$ cat config.mk
export PLATFORM = sky130hd
export DESIGN_NAME = c8_predecode
export DESIGN_NICKNAME = d
export VERILOG_FILES = /design/src/rtl/c8_pd_pkg.sv /design/src/rtl/c8_pd_byte_reg.sv /design/src/rtl/c8_pd_fields.sv /design/src/rtl/c8_pd_classify.sv /design/src/rtl/c8_predecode.sv
export SDC_FILE = /design/constraint.sdc
export NUM_CORES = 1
export LEC_CHECK = 0
export BUFFER_PORTS_ARGS = -buffer_cell sky130_fd_sc_hd__buf_4
export CAP_MARGIN = 20
export CORE_UTILIZATION = 50
export CTS_CLUSTER_DIAMETER = 60
export CTS_CLUSTER_SIZE = 8
export DETAILED_ROUTE_END_ITERATION = 10
export HOLD_SLACK_MARGIN = 0.05
export PLACE_DENSITY = 0.79
export SLEW_MARGIN = 20
export SYNTH_ARGS = -nofsm -noshare
export SYNTH_HDL_FRONTEND = slang
export SYNTH_SLANG_ARGS = --single-unit
$ cat constraint.sdc
create_clock -name clk -period 5.44 [get_ports clk]
set_input_delay 0 -clock clk [delete_from_list [all_inputs] [get_ports clk]]
set_output_delay 0 -clock clk [all_outputs]
set_load 0.01 [all_outputs]
$ cat src/rtl/c8_pd_pkg.sv
package c8_pd_pkg;
  localparam int CLASS_W = 6;
  typedef logic [CLASS_W-1:0] class_t;

  localparam class_t C_CLS    = 6'd0;
  localparam class_t C_RET    = 6'd1;
  localparam class_t C_JMP    = 6'd2;
  localparam class_t C_CALL   = 6'd3;
  localparam class_t C_SEQI   = 6'd4;
  localparam class_t C_SNEI   = 6'd5;
  localparam class_t C_SEQR   = 6'd6;
  localparam class_t C_MOVI   = 6'd7;
  localparam class_t C_ADDI   = 6'd8;
  localparam class_t C_ALU0   = 6'd9;
  localparam class_t C_SHLF   = 6'd17;
  localparam class_t C_SNER   = 6'd18;
  localparam class_t C_SETIX  = 6'd19;
  localparam class_t C_JMPOFS = 6'd20;
  localparam class_t C_RAND   = 6'd21;
  localparam class_t C_DRAW   = 6'd22;
  localparam class_t C_KEYEQ  = 6'd23;
  localparam class_t C_KEYNE  = 6'd24;
  localparam class_t C_F07    = 6'd25;
  localparam class_t C_F0A    = 6'd26;
  localparam class_t C_F15    = 6'd27;
  localparam class_t C_F18    = 6'd28;
  localparam class_t C_F1E    = 6'd29;
  localparam class_t C_F29    = 6'd30;
  localparam class_t C_F33    = 6'd31;
  localparam class_t C_F55    = 6'd32;
  localparam class_t C_F65    = 6'd33;
  localparam class_t C_BAD    = 6'd63;
endpackage

$ cat src/rtl/c8_pd_byte_reg.sv
module c8_pd_byte_reg #(
  parameter int W = 8
) (
  input  logic         clk,
  input  logic         rst_n,
  input  logic         en,
  input  logic [W-1:0] d,
  output logic [W-1:0] q
);
  logic [W-1:0] q_nxt;

  always_comb begin
    q_nxt = q;
    if (en) q_nxt = d;
  end

  always_ff @(posedge clk or negedge rst_n) begin
    if (!rst_n) q <= '0;
    else        q <= q_nxt;
  end
endmodule

$ cat src/rtl/c8_pd_fields.sv
module c8_pd_fields #(
  parameter int NIB_W = 4
) (
  input  logic [4*NIB_W-1:0] word,
  output logic [NIB_W-1:0]   x,
  output logic [NIB_W-1:0]   y,
  output logic [NIB_W-1:0]   n,
  output logic [2*NIB_W-1:0] kk,
  output logic [3*NIB_W-1:0] nnn
);
  assign n   = word[NIB_W-1:0];
  assign y   = word[2*NIB_W-1:NIB_W];
  assign x   = word[3*NIB_W-1:2*NIB_W];
  assign kk  = word[2*NIB_W-1:0];
  assign nnn = word[3*NIB_W-1:0];
endmodule

$ cat src/rtl/c8_pd_classify.sv
module c8_pd_classify
  import c8_pd_pkg::*;
(
  input  logic [15:0] word,
  output class_t      cls
);
  logic [3:0] fam;
  logic [3:0] low_nib;
  logic [7:0] low_byte;

  assign fam      = word[15:12];
  assign low_nib  = word[3:0];
  assign low_byte = word[7:0];

  always_comb begin
    cls = C_BAD;
    unique case (fam)
      4'h0: begin
        if (word[11:0] == 12'h0E0)      cls = C_CLS;
        else if (word[11:0] == 12'h0EE) cls = C_RET;
      end
      4'h1: cls = C_JMP;
      4'h2: cls = C_CALL;
      4'h3: cls = C_SEQI;
      4'h4: cls = C_SNEI;
      4'h5: if (low_nib == 4'h0) cls = C_SEQR;
      4'h6: cls = C_MOVI;
      4'h7: cls = C_ADDI;
      4'h8: begin
        if (!low_nib[3])           cls = C_ALU0 + class_t'(low_nib);
        else if (low_nib == 4'hE)  cls = C_SHLF;
      end
      4'h9: if (low_nib == 4'h0) cls = C_SNER;
      4'hA: cls = C_SETIX;
      4'hB: cls = C_JMPOFS;
      4'hC: cls = C_RAND;
      4'hD: cls = C_DRAW;
      4'hE: begin
        if (low_byte == 8'h9E)      cls = C_KEYEQ;
        else if (low_byte == 8'hA1) cls = C_KEYNE;
      end
      4'hF: begin
        case (low_byte)
          8'h07:   cls = C_F07;
          8'h0A:   cls = C_F0A;
          8'h15:   cls = C_F15;
          8'h18:   cls = C_F18;
          8'h1E:   cls = C_F1E;
          8'h29:   cls = C_F29;
          8'h33:   cls = C_F33;
          8'h55:   cls = C_F55;
          8'h65:   cls = C_F65;
          default: cls = C_BAD;
        endcase
      end
      default: cls = C_BAD;
    endcase
  end
endmodule

$ cat src/rtl/c8_predecode.sv
module c8_predecode
  import c8_pd_pkg::*;
#(
  parameter int BYTE_W = 8
) (
  input  logic                clk,
  input  logic                rst_n,
  input  logic                load_hi,
  input  logic                load_lo,
  input  logic [BYTE_W-1:0]   byte_in,
  output logic [CLASS_W-1:0]  class_o,
  output logic [BYTE_W/2-1:0] x_o,
  output logic [BYTE_W/2-1:0] y_o,
  output logic [BYTE_W/2-1:0] n_o,
  output logic [BYTE_W-1:0]   kk_o,
  output logic [3*BYTE_W/2-1:0] nnn_o
);
  localparam int LANES  = 2;
  localparam int WORD_W = LANES * BYTE_W;
  localparam int NIB_W  = BYTE_W / 2;

  logic [1:0]        rst_pipe;
  logic              rst_sync_n;
  logic [LANES-1:0]  lane_en;
  logic [WORD_W-1:0] word;
  class_t            cls;

  always_ff @(posedge clk or negedge rst_n) begin
    if (!rst_n) rst_pipe <= 2'b00;
    else        rst_pipe <= {rst_pipe[0], 1'b1};
  end
  assign rst_sync_n = rst_pipe[1];

  assign lane_en[1] = load_hi;
  assign lane_en[0] = load_lo & ~load_hi;

  for (genvar i = 0; i < LANES; i++) begin : g_lane
    c8_pd_byte_reg #(.W(BYTE_W)) u_lane (
      .clk   (clk),
      .rst_n (rst_sync_n),
      .en    (lane_en[i]),
      .d     (byte_in),
      .q     (word[i*BYTE_W +: BYTE_W])
    );
  end

  c8_pd_fields #(.NIB_W(NIB_W)) u_fields (
    .word (word),
    .x    (x_o),
    .y    (y_o),
    .n    (n_o),
    .kk   (kk_o),
    .nnn  (nnn_o)
  );

  c8_pd_classify u_cls (
    .word (word),
    .cls  (cls)
  );

  assign class_o = cls;
endmodule

==> impl_metrics.csv, run 1 <==
group,metric,value,unit
logic_synthesis,synth_top_family_by_area,"simple AND/OR/NAND/NOR gates",
finish,fin_cells,233,
global_routing,grt_usage,23.80,%
setup_path,arrival,2.55,ns
logic_synthesis,synth_compound_area_share,16.93,%
logic_synthesis,syn_nets,184,
job,cap_violations,0,
clock_network,cts_tree,"built",
logic_synthesis,synth_edf_count,0,
sta,rsz0062_at_grt,"no",
finish,stdcell_area,0.001854,mm2
clock_network,cts_buffers,3,
place,place_hpwl,2.604,mm
floorplan,io_pins,50,
sta,fin_skew,0.001320,ns
logic_synthesis,ys.warnings.count,0,
logic_synthesis,synthFlopType,"dfrtp_1",
setup_path,cp_cell_sequence,"inv_1, ha_1, mux2_4, a22oi_1, o41ai_2, o22ai_1, or4_1, buf_4",
floorplan,fp-row-count,19,
route,first_pass_iters,4,
logic_synthesis,yosysMostFrequentCell,"buf_4",
place,dpl_worst_slack,3.248,ns
sta,drv_slew,0,
floorplan,die_x,56.64,um
logic_synthesis,yosysSeqAreaShare,30.18,%
logic_synthesis,yosys-top-cells-count,"buf_4 (25), dfrtp_1 (18), mux2_2 (11), nand2_1 (11), o21ai_0 (10)",
finish,nFillCells,232,
setup_path,cp_data_required_time,5.44,ns
setup_path,path_max_fanout,7,
logic_synthesis,netlist_area,0.001493,mm2
route,dr_wl_met2,1.841,mm
run_status,status,"finished, final reports clean",
finish,fin_nets,219,
sta,max_slew.worst_pin.slew,0.7540,ns
global_routing,grt_pass1_wl,6.106,mm
route,top_layer,"met4",
sta,min_period,2.554,ns
place,routabilityCongestion,0.9374,
logic_synthesis,synth-simple-area-share,20.79,%
logic_synthesis,synthDistinctLibCells,48,
clock_network,cts_sinks,18,
sta,min_period_over_period,46.95,%
floorplan,start_util,53.67,%
worst_hold_path,min_path_type,"register to asynchronous set/reset pin",
logic_synthesis,synthMuxAreaShare,9.975,%
clock_network,clock_latency,0.28,ns
logic_synthesis,synthCells,168,
clock_network,cts_resized,0,
route,drcViolationCount,0,
logic_synthesis,synth_top_area_share,30.18,%
finish,drive_above_1_share,35.15,%
finish,area_growth,24.22,%
logic_synthesis,synth_area_leaders,"dfrtp_1 (30%), buf_4 (13%), mux2_2 (8.3%)",
setup_path,end_kind,"primary output",
setup_path,cp_top_family,"simple AND/OR/NAND/NOR gates",
sta,max_freq,0.3915,GHz
sta,max_slew_margin,49.63,%
logic_synthesis,syn_area_per_cell,8.885,um2
logic_synthesis,synth_seq_cells,18,
clock_network,root_buffer,"clkbuf_4",
global_routing,antenna_found_initial,0,
global_routing,gr-total-overflow,0,
setup_path,crit_path_max_incr_delay,0.54,ns
route,vias,1379,
finish,diodes,0,
setup_path,critPathSlowestCell,"or4_1",
route,routedWlPerCell,15.64,um
place,io_buffers,49,
logic_synthesis,synth_top_area_cell,"dfrtp_1",
place,placed_cell_area,0.001668,mm2
pwr,p_leak,0.8332,nW
route,routed_wl,3.644,mm
clock_network,cts_max_level,1,
route,met1_length,1.586,mm
route,dr.first_iter.drc_count,75,
logic_synthesis,synth_xor_area_share,1.760,%
route,antenna_left,0,
sta,fin_ws,2.886,ns
sta,finalSetupTns,0,ns
place,dp_cells,214,
floorplan,coreArea,0.002781,mm2
logic_synthesis,synthArstFlopShare,100.0,%
sta,setup_viol,0,
setup_path,crit_path_start_kind,"register",
setup_path,crit_type,"register to primary output",
clock_network,cts_buffer_depth,2,
logic_synthesis,synth_fa_ha_area_share,3.353,%
route,wl_met3,208,um
sta,hold_violations,0,
floorplan,die-area,0.003208,mm2
global_routing,first_global_vias,1298,
setup_path,r2r_slack,3.94,ns
global_routing,grt_max_degree,20,
setup_path,critical_path_buf_inv_count,2,
pwr,power.density,247.7,mW/mm2
floorplan,die_y,56.64,um
clock_network,path_clk_slew,0.10,ns
pwr,irDropWorstVdd,180.9,uV
route,via_per_inst,5.918,
==> per-stage QoR <==
stage / util, % / hold WS (ns) / total power, mW
after floorplan: - / -0.2956 / 0.3154
after global placement: 59.96 / -0.2173 / 0.3666
after detailed placement: 59.96 / -0.2161 / 0.3719
after CTS: 66.67 / 0.2730 / 0.4598
after global routing: 66.67 / 0.3149 / 0.4876
final: 66.67 / 0.2570 / 0.4592
==> cell families (layout without fill, tap and decap cells) <==
kind of cell | count (synthesis) | after routing
AOI/OAI and AO/OA | 38 | 38
and+or+nand+nor | 52 | 52
adders and majority gates | 4 | 4
buffers and inverters | 39 | 73
xor gates and xnor gates | 3 | 3
DFF | 18 | 18
other | 1 | 1
muxes | 13 | 13
==> where the power goes <==
group / switching (mW) / internal [mW] / total (mW)
Sequential: 0.0443 / 0.148 / 0.192
Clock: 0.0388 / 0.0407 / 0.0795
Combinational: 0.0829 / 0.104 / 0.187
Total: 0.166 / 0.293 / 0.459
==> final cells by class <==
cell class | instances | area, um2 | share of cell area [%]
clock buffers | 4 | 36.28 | 1.957
well taps | 31 | 38.79 | 2.092
flip-flops and latches | 18 | 450.4 | 24.29
inverters | 5 | 18.77 | 1.012
repair buffers | 64 | 518.0 | 27.94
multi-input cells | 111 | 792.0 | 42.71
==> timing repair <==
item	CTS	global route
hold buffers	15	0
endpoints found under the hold margin	18	0
buffers inserted	0	0
==> metal layers <==
layer | GRT usage (%) | up-vias
met5 | 0 | -
met4 | 8.362 | 0
met3 | 1.152 | 2
met2 | 39.50 | 64
met1 | 33.04 | 664
li1 | - | 649
==> sequential cells by signal (all words and copies together) (netlist names) <==
name and flops:
g_lane.u_lane.q 16, rst_pipe 2
==> path summary, 6_finish.rpt <==
| check | startpoint | to | cells after the start |
|---|---|---|---|
| hold / removal | rst_pipe[1] | g_lane[0].u_lane.q[7] | 0 |
| max in group asynchronous | rst_n | rst_pipe[0] | 3 |
| setup / recovery | g_lane[0].u_lane.q[1] | class_o[0] | 8 |
| min in group clk | load_lo | g_lane[0].u_lane.q[0] | 4 |
| setup reg to reg | g_lane[1].u_lane.q[7] | g_lane[1].u_lane.q[7] | 3 |
| hold reg to reg | rst_pipe[1] | g_lane[0].u_lane.q[7] | 0 |
==> cells in the final DEF (no fill, tap or decap), drive strengths merged, types with 2 or more instances in the layout <==
master       Yosys  final
o21a             2      2
dlygate4sd3      0     15
a211oi           2      2
dfrtp           18     18
o21ai           10     10
buf             28     49
and4b            2      2
clkbuf           6      4
nor4             2      2
and3             2      2
ha               4      4
nand3            4      4
nand4            2      2
or3              2      2
nor3             2      2
or4              2      2
nand3b           3      3
a311oi           2      2
nor3b            2      2
o22ai            3      3
nor2             6      6
nor2b            4      4
nand2b           2      2
and2b            2      2
xor2             2      2
a22oi            2      2
inv              5      5
mux2            12     12
nand2           11     11
a21oi            9      9
No activity file was read; power rests on OpenSTA's default activity.
==> inputs of run 2 (changes only) <==
--- a/config.mk
+++ b/config.mk
@@ -5,6 +5,7 @@
 export SDC_FILE = /design/constraint.sdc
 export NUM_CORES = 1
 export LEC_CHECK = 0
+export ABC_AREA = 1
 export BUFFER_PORTS_ARGS = -buffer_cell sky130_fd_sc_hd__buf_4
 export CAP_MARGIN = 20
 export CORE_UTILIZATION = 50
@@ -12,7 +13,7 @@
 export CTS_CLUSTER_SIZE = 8
 export DETAILED_ROUTE_END_ITERATION = 10
 export HOLD_SLACK_MARGIN = 0.05
-export PLACE_DENSITY = 0.79
+export PLACE_DENSITY = 0.8
 export SLEW_MARGIN = 20
 export SYNTH_ARGS = -nofsm -noshare
 export SYNTH_HDL_FRONTEND = slang
==> constraint.sdc (replaced) <==
create_clock -name clk -period 2.5 [get_ports clk]
set_input_delay 0 -clock clk [delete_from_list [all_inputs] [get_ports clk]]
set_output_delay 0 -clock clk [all_outputs]
set_load 0.01 [all_outputs]
==> run 2 against run 1 <==
  * Sequential power increased by 96%
  * Area after synthesis decreased by 4.0%
  * Core utilization increased by 3.8 points
  * Clock skew increased by 0.00074 ns
  * Global-route usage increased by 1.2 points
  * Sequential cell count unchanged
  * Critical endpoint unchanged
  * Largest power group is now combinational cells
==> impl_metrics.csv, run 2 <==
group,metric,value,unit
run_status,status,"finished, final reports clean",
clock_network,path_clk_slew,0.10,ns
place,io_buffers,49,
global_routing,gr-usage-met1,30.86,%
clock_network,cts_resized,0,
logic_synthesis,syn_area_per_cell,6.663,um2
setup_path,crit_path_start_kind,"register",
place,placed_cell_area,0.001650,mm2
clock_network,cts_buffer_depth,2,
setup_path,critPathMostFrequentCell,"nand2_1",
route,dr.first_iter.drc_count,76,
setup_path,cp_cell_sequence,"inv_1, ha_1, nand2_1, nor2_4, nand3_1, nand2_1, nor2_2, nand3_2, nand2_1, nand2_1, nand3_1, buf_4",
route,drcViolationCount,0,
route,routedWlPerCell,12.64,um
job,cap_violations,0,
logic_synthesis,synth_seq_cells,18,
clock_network,cts_sinks,18,
sta,max_freq,0.4849,GHz
logic_synthesis,synth_edf_count,0,
route,vias,1569,
logic_synthesis,synth_top_area_share,31.44,%
sta,rsz0062_at_grt,"no",
floorplan,die-area,0.003084,mm2
route,routed_wl,3.753,mm
global_routing,antenna_found_initial,0,
clock_network,clock_latency,0.28,ns
global_routing,met2_usage,43.03,%
place,routabilityCongestion,0.8856,
finish,fin_nets,283,
logic_synthesis,synthDistinctLibCells,23,
floorplan,fp-row-count,19,
floorplan,die_x,55.53,um
clock_network,cts_buffers,3,
place,dpl_worst_slack,0.7598,ns
logic_synthesis,ys.warnings.count,0,
clock_network,cts_tree,"built",
floorplan,die_y,55.53,um
setup_path,end_kind,"primary output",
clock_network,postCtsHoldBufs,24,
finish,nFillCells,235,
logic_synthesis,yosysSeqAreaShare,31.44,%
global_routing,grt_usage,25.04,%
global_routing,top_usage_layer,"met2",
finish,drive_above_1_share,23.68,%
logic_synthesis,synthArstFlopShare,100.0,%
logic_synthesis,yosysMostFrequentCell,"nand2_1",
setup_path,critPathSlowestCell,"dfrtp_1",
setup_path,path_max_fanout,8,
sta,min_period_over_period,82.49,%
worst_hold_path,min_path_type,"register to asynchronous set/reset pin",
global_routing,first_global_vias,1442,
pwr,power.density,484.5,mW/mm2
sta,drv_slew,0,
finish,area_growth,34.50,%
logic_synthesis,synthFlopType,"dfrtp_1",
sta,fin_ws,0.4379,ns
setup_path,crit_path_max_incr_delay,0.50,ns
sta,max_slew_margin,58.90,%
logic_synthesis,yosys-top-cells-count,"nand2_1 (43), nor2_1 (35), buf_4 (24)",
logic_synthesis,syn_nets,231,
logic_synthesis,netlist_area,0.001433,mm2
route,antenna_left,0,
setup_path,cp_data_required_time,2.50,ns
floorplan,coreArea,0.002734,mm2
finish,reg_top3,"g_lane.u_lane.q x16, rst_pipe x2",
route,via_per_inst,5.283,
sta,fin_skew,0.002059,ns
finish,diodes,0,
logic_synthesis,synth_top_area_cell,"dfrtp_1",
logic_synthesis,synth_area_leaders,"dfrtp_1 (31%), buf_4 (13%), nand2_1 (11%)",
pwr,irDropWorstVdd,425.5,uV
finish,final_cell_mix,"buf_4 (49), nand2_1 (43), nor2_1 (35), dlygate4sd3_1 (24), inv_1 (21)",
clock_network,root_buffer,"clkbuf_4",
clock_network,cts_setup_buffers,0,
route,first_pass_iters,5,
finish,regMostFlops,"g_lane.u_lane.q",
floorplan,io_pins,50,
global_routing,grt_pass1_wl,6.189,mm
setup_path,arrival,2.06,ns
global_routing,gr-total-overflow,0,
pwr,p_leak,0.9493,nW
global_routing,use_met3,3.747,%
finish,postLayoutCoreUtil,70.48,%
finish,final_common_cell,"buf_4",
finish,stdcell_area,0.001927,mm2
sta,finalSetupTns,0,ns
floorplan,start_util,52.40,%
sta,hold_violations,0,
sta,max_slew.worst_pin.slew,0.6165,ns
clock_network,cts_max_level,1,
place,place_hpwl,2.648,mm
logic_synthesis,synthCells,215,
setup_path,crit_type,"register to primary output",
sta,min_period,2.062,ns
global_routing,grt_max_degree,18,
sta,setup_viol,0,
finish,largest_reg_flops,16,
## run 2: cell count changes in the layout (fill, tap and decap cells not counted), moves of 4 or more
cell,before,now
nor2b_1,4,0
nand3_1,4,20
inv_1,5,21
a21oi_1,9,13
dlygate4sd3_1,15,24
nor2_1,6,35
nand2_1,11,43
mux2_2,11,0
## run 2: power by group
part / internal [mW] / switching (mW)
Sequential: 0.320 / 0.0570
Combinational: 0.191 / 0.194
Clock: 0.0886 / 0.0832
Total: 0.599 / 0.334
## run 2: kinds of logic after synthesis
family	count (synthesis)	share of synthesized area [%]
DFF	18	31.44
other	1	0.2618
adders and majority gates	4	3.494
and+or+nand+nor	113	34.50
buffers and inverters	50	19.48
AOI/OAI and AO/OA	29	10.83
## run 2: metrics by stage
stage                     power [mW]  hold slack [ns]  cells
final                         0.9336           0.2589    297
after global routing           1.000           0.3113    297
after CTS                     0.9331           0.2766    297
after detailed placement      0.7251          -0.2158    269
after global placement        0.7239          -0.2168    269
after floorplan               0.6066          -0.2956    215
## run 2: routing by layer
layer | wire length (um) | share of wire (%)
met2 | 1854 | 49
met1 | 1620 | 43
met4 | 52 | 1.4
met5 | 0 | 0
met3 | 226 | 6.0
## run 2: final timing paths
| check | from | end | slack [ns] | cells past startpoint |
|---|---|---|---|---|
| max | g_lane[0].u_lane.q[0] | class_o[0] | 0.44 | 12 |
| min | rst_pipe[1] | g_lane[1].u_lane.q[7] | 0.26 | 0 |
| max reg2reg | g_lane[1].u_lane.q[4] | g_lane[1].u_lane.q[4] | 1.11 | 3 |
| min reg2reg | rst_pipe[1] | g_lane[1].u_lane.q[7] | 0.26 | 0 |
| max in group asynchronous | rst_n | rst_pipe[1] | 1.81 | 3 |
| min in group clk | load_lo | g_lane[0].u_lane.q[5] | 0.33 | 4 |
## run 2: area by class of cell
class                   count  area (um2)  area share [%]
well taps                  31       38.79           2.013
clock buffers               4       36.28           1.883
multi-input cells         147       703.2           36.49
inverters                  24       90.09           4.675
flip-flops and latches     18       450.4           23.38
repair buffers             73       608.1           31.56
## run 2: critical path, delay by kind of cell (launching register included)
kind	cells	cell delay (ns)
simple gates	9	0.77
buf+inv	2	0.26
flops	1	0.50
fa+ha+maj	1	0.25
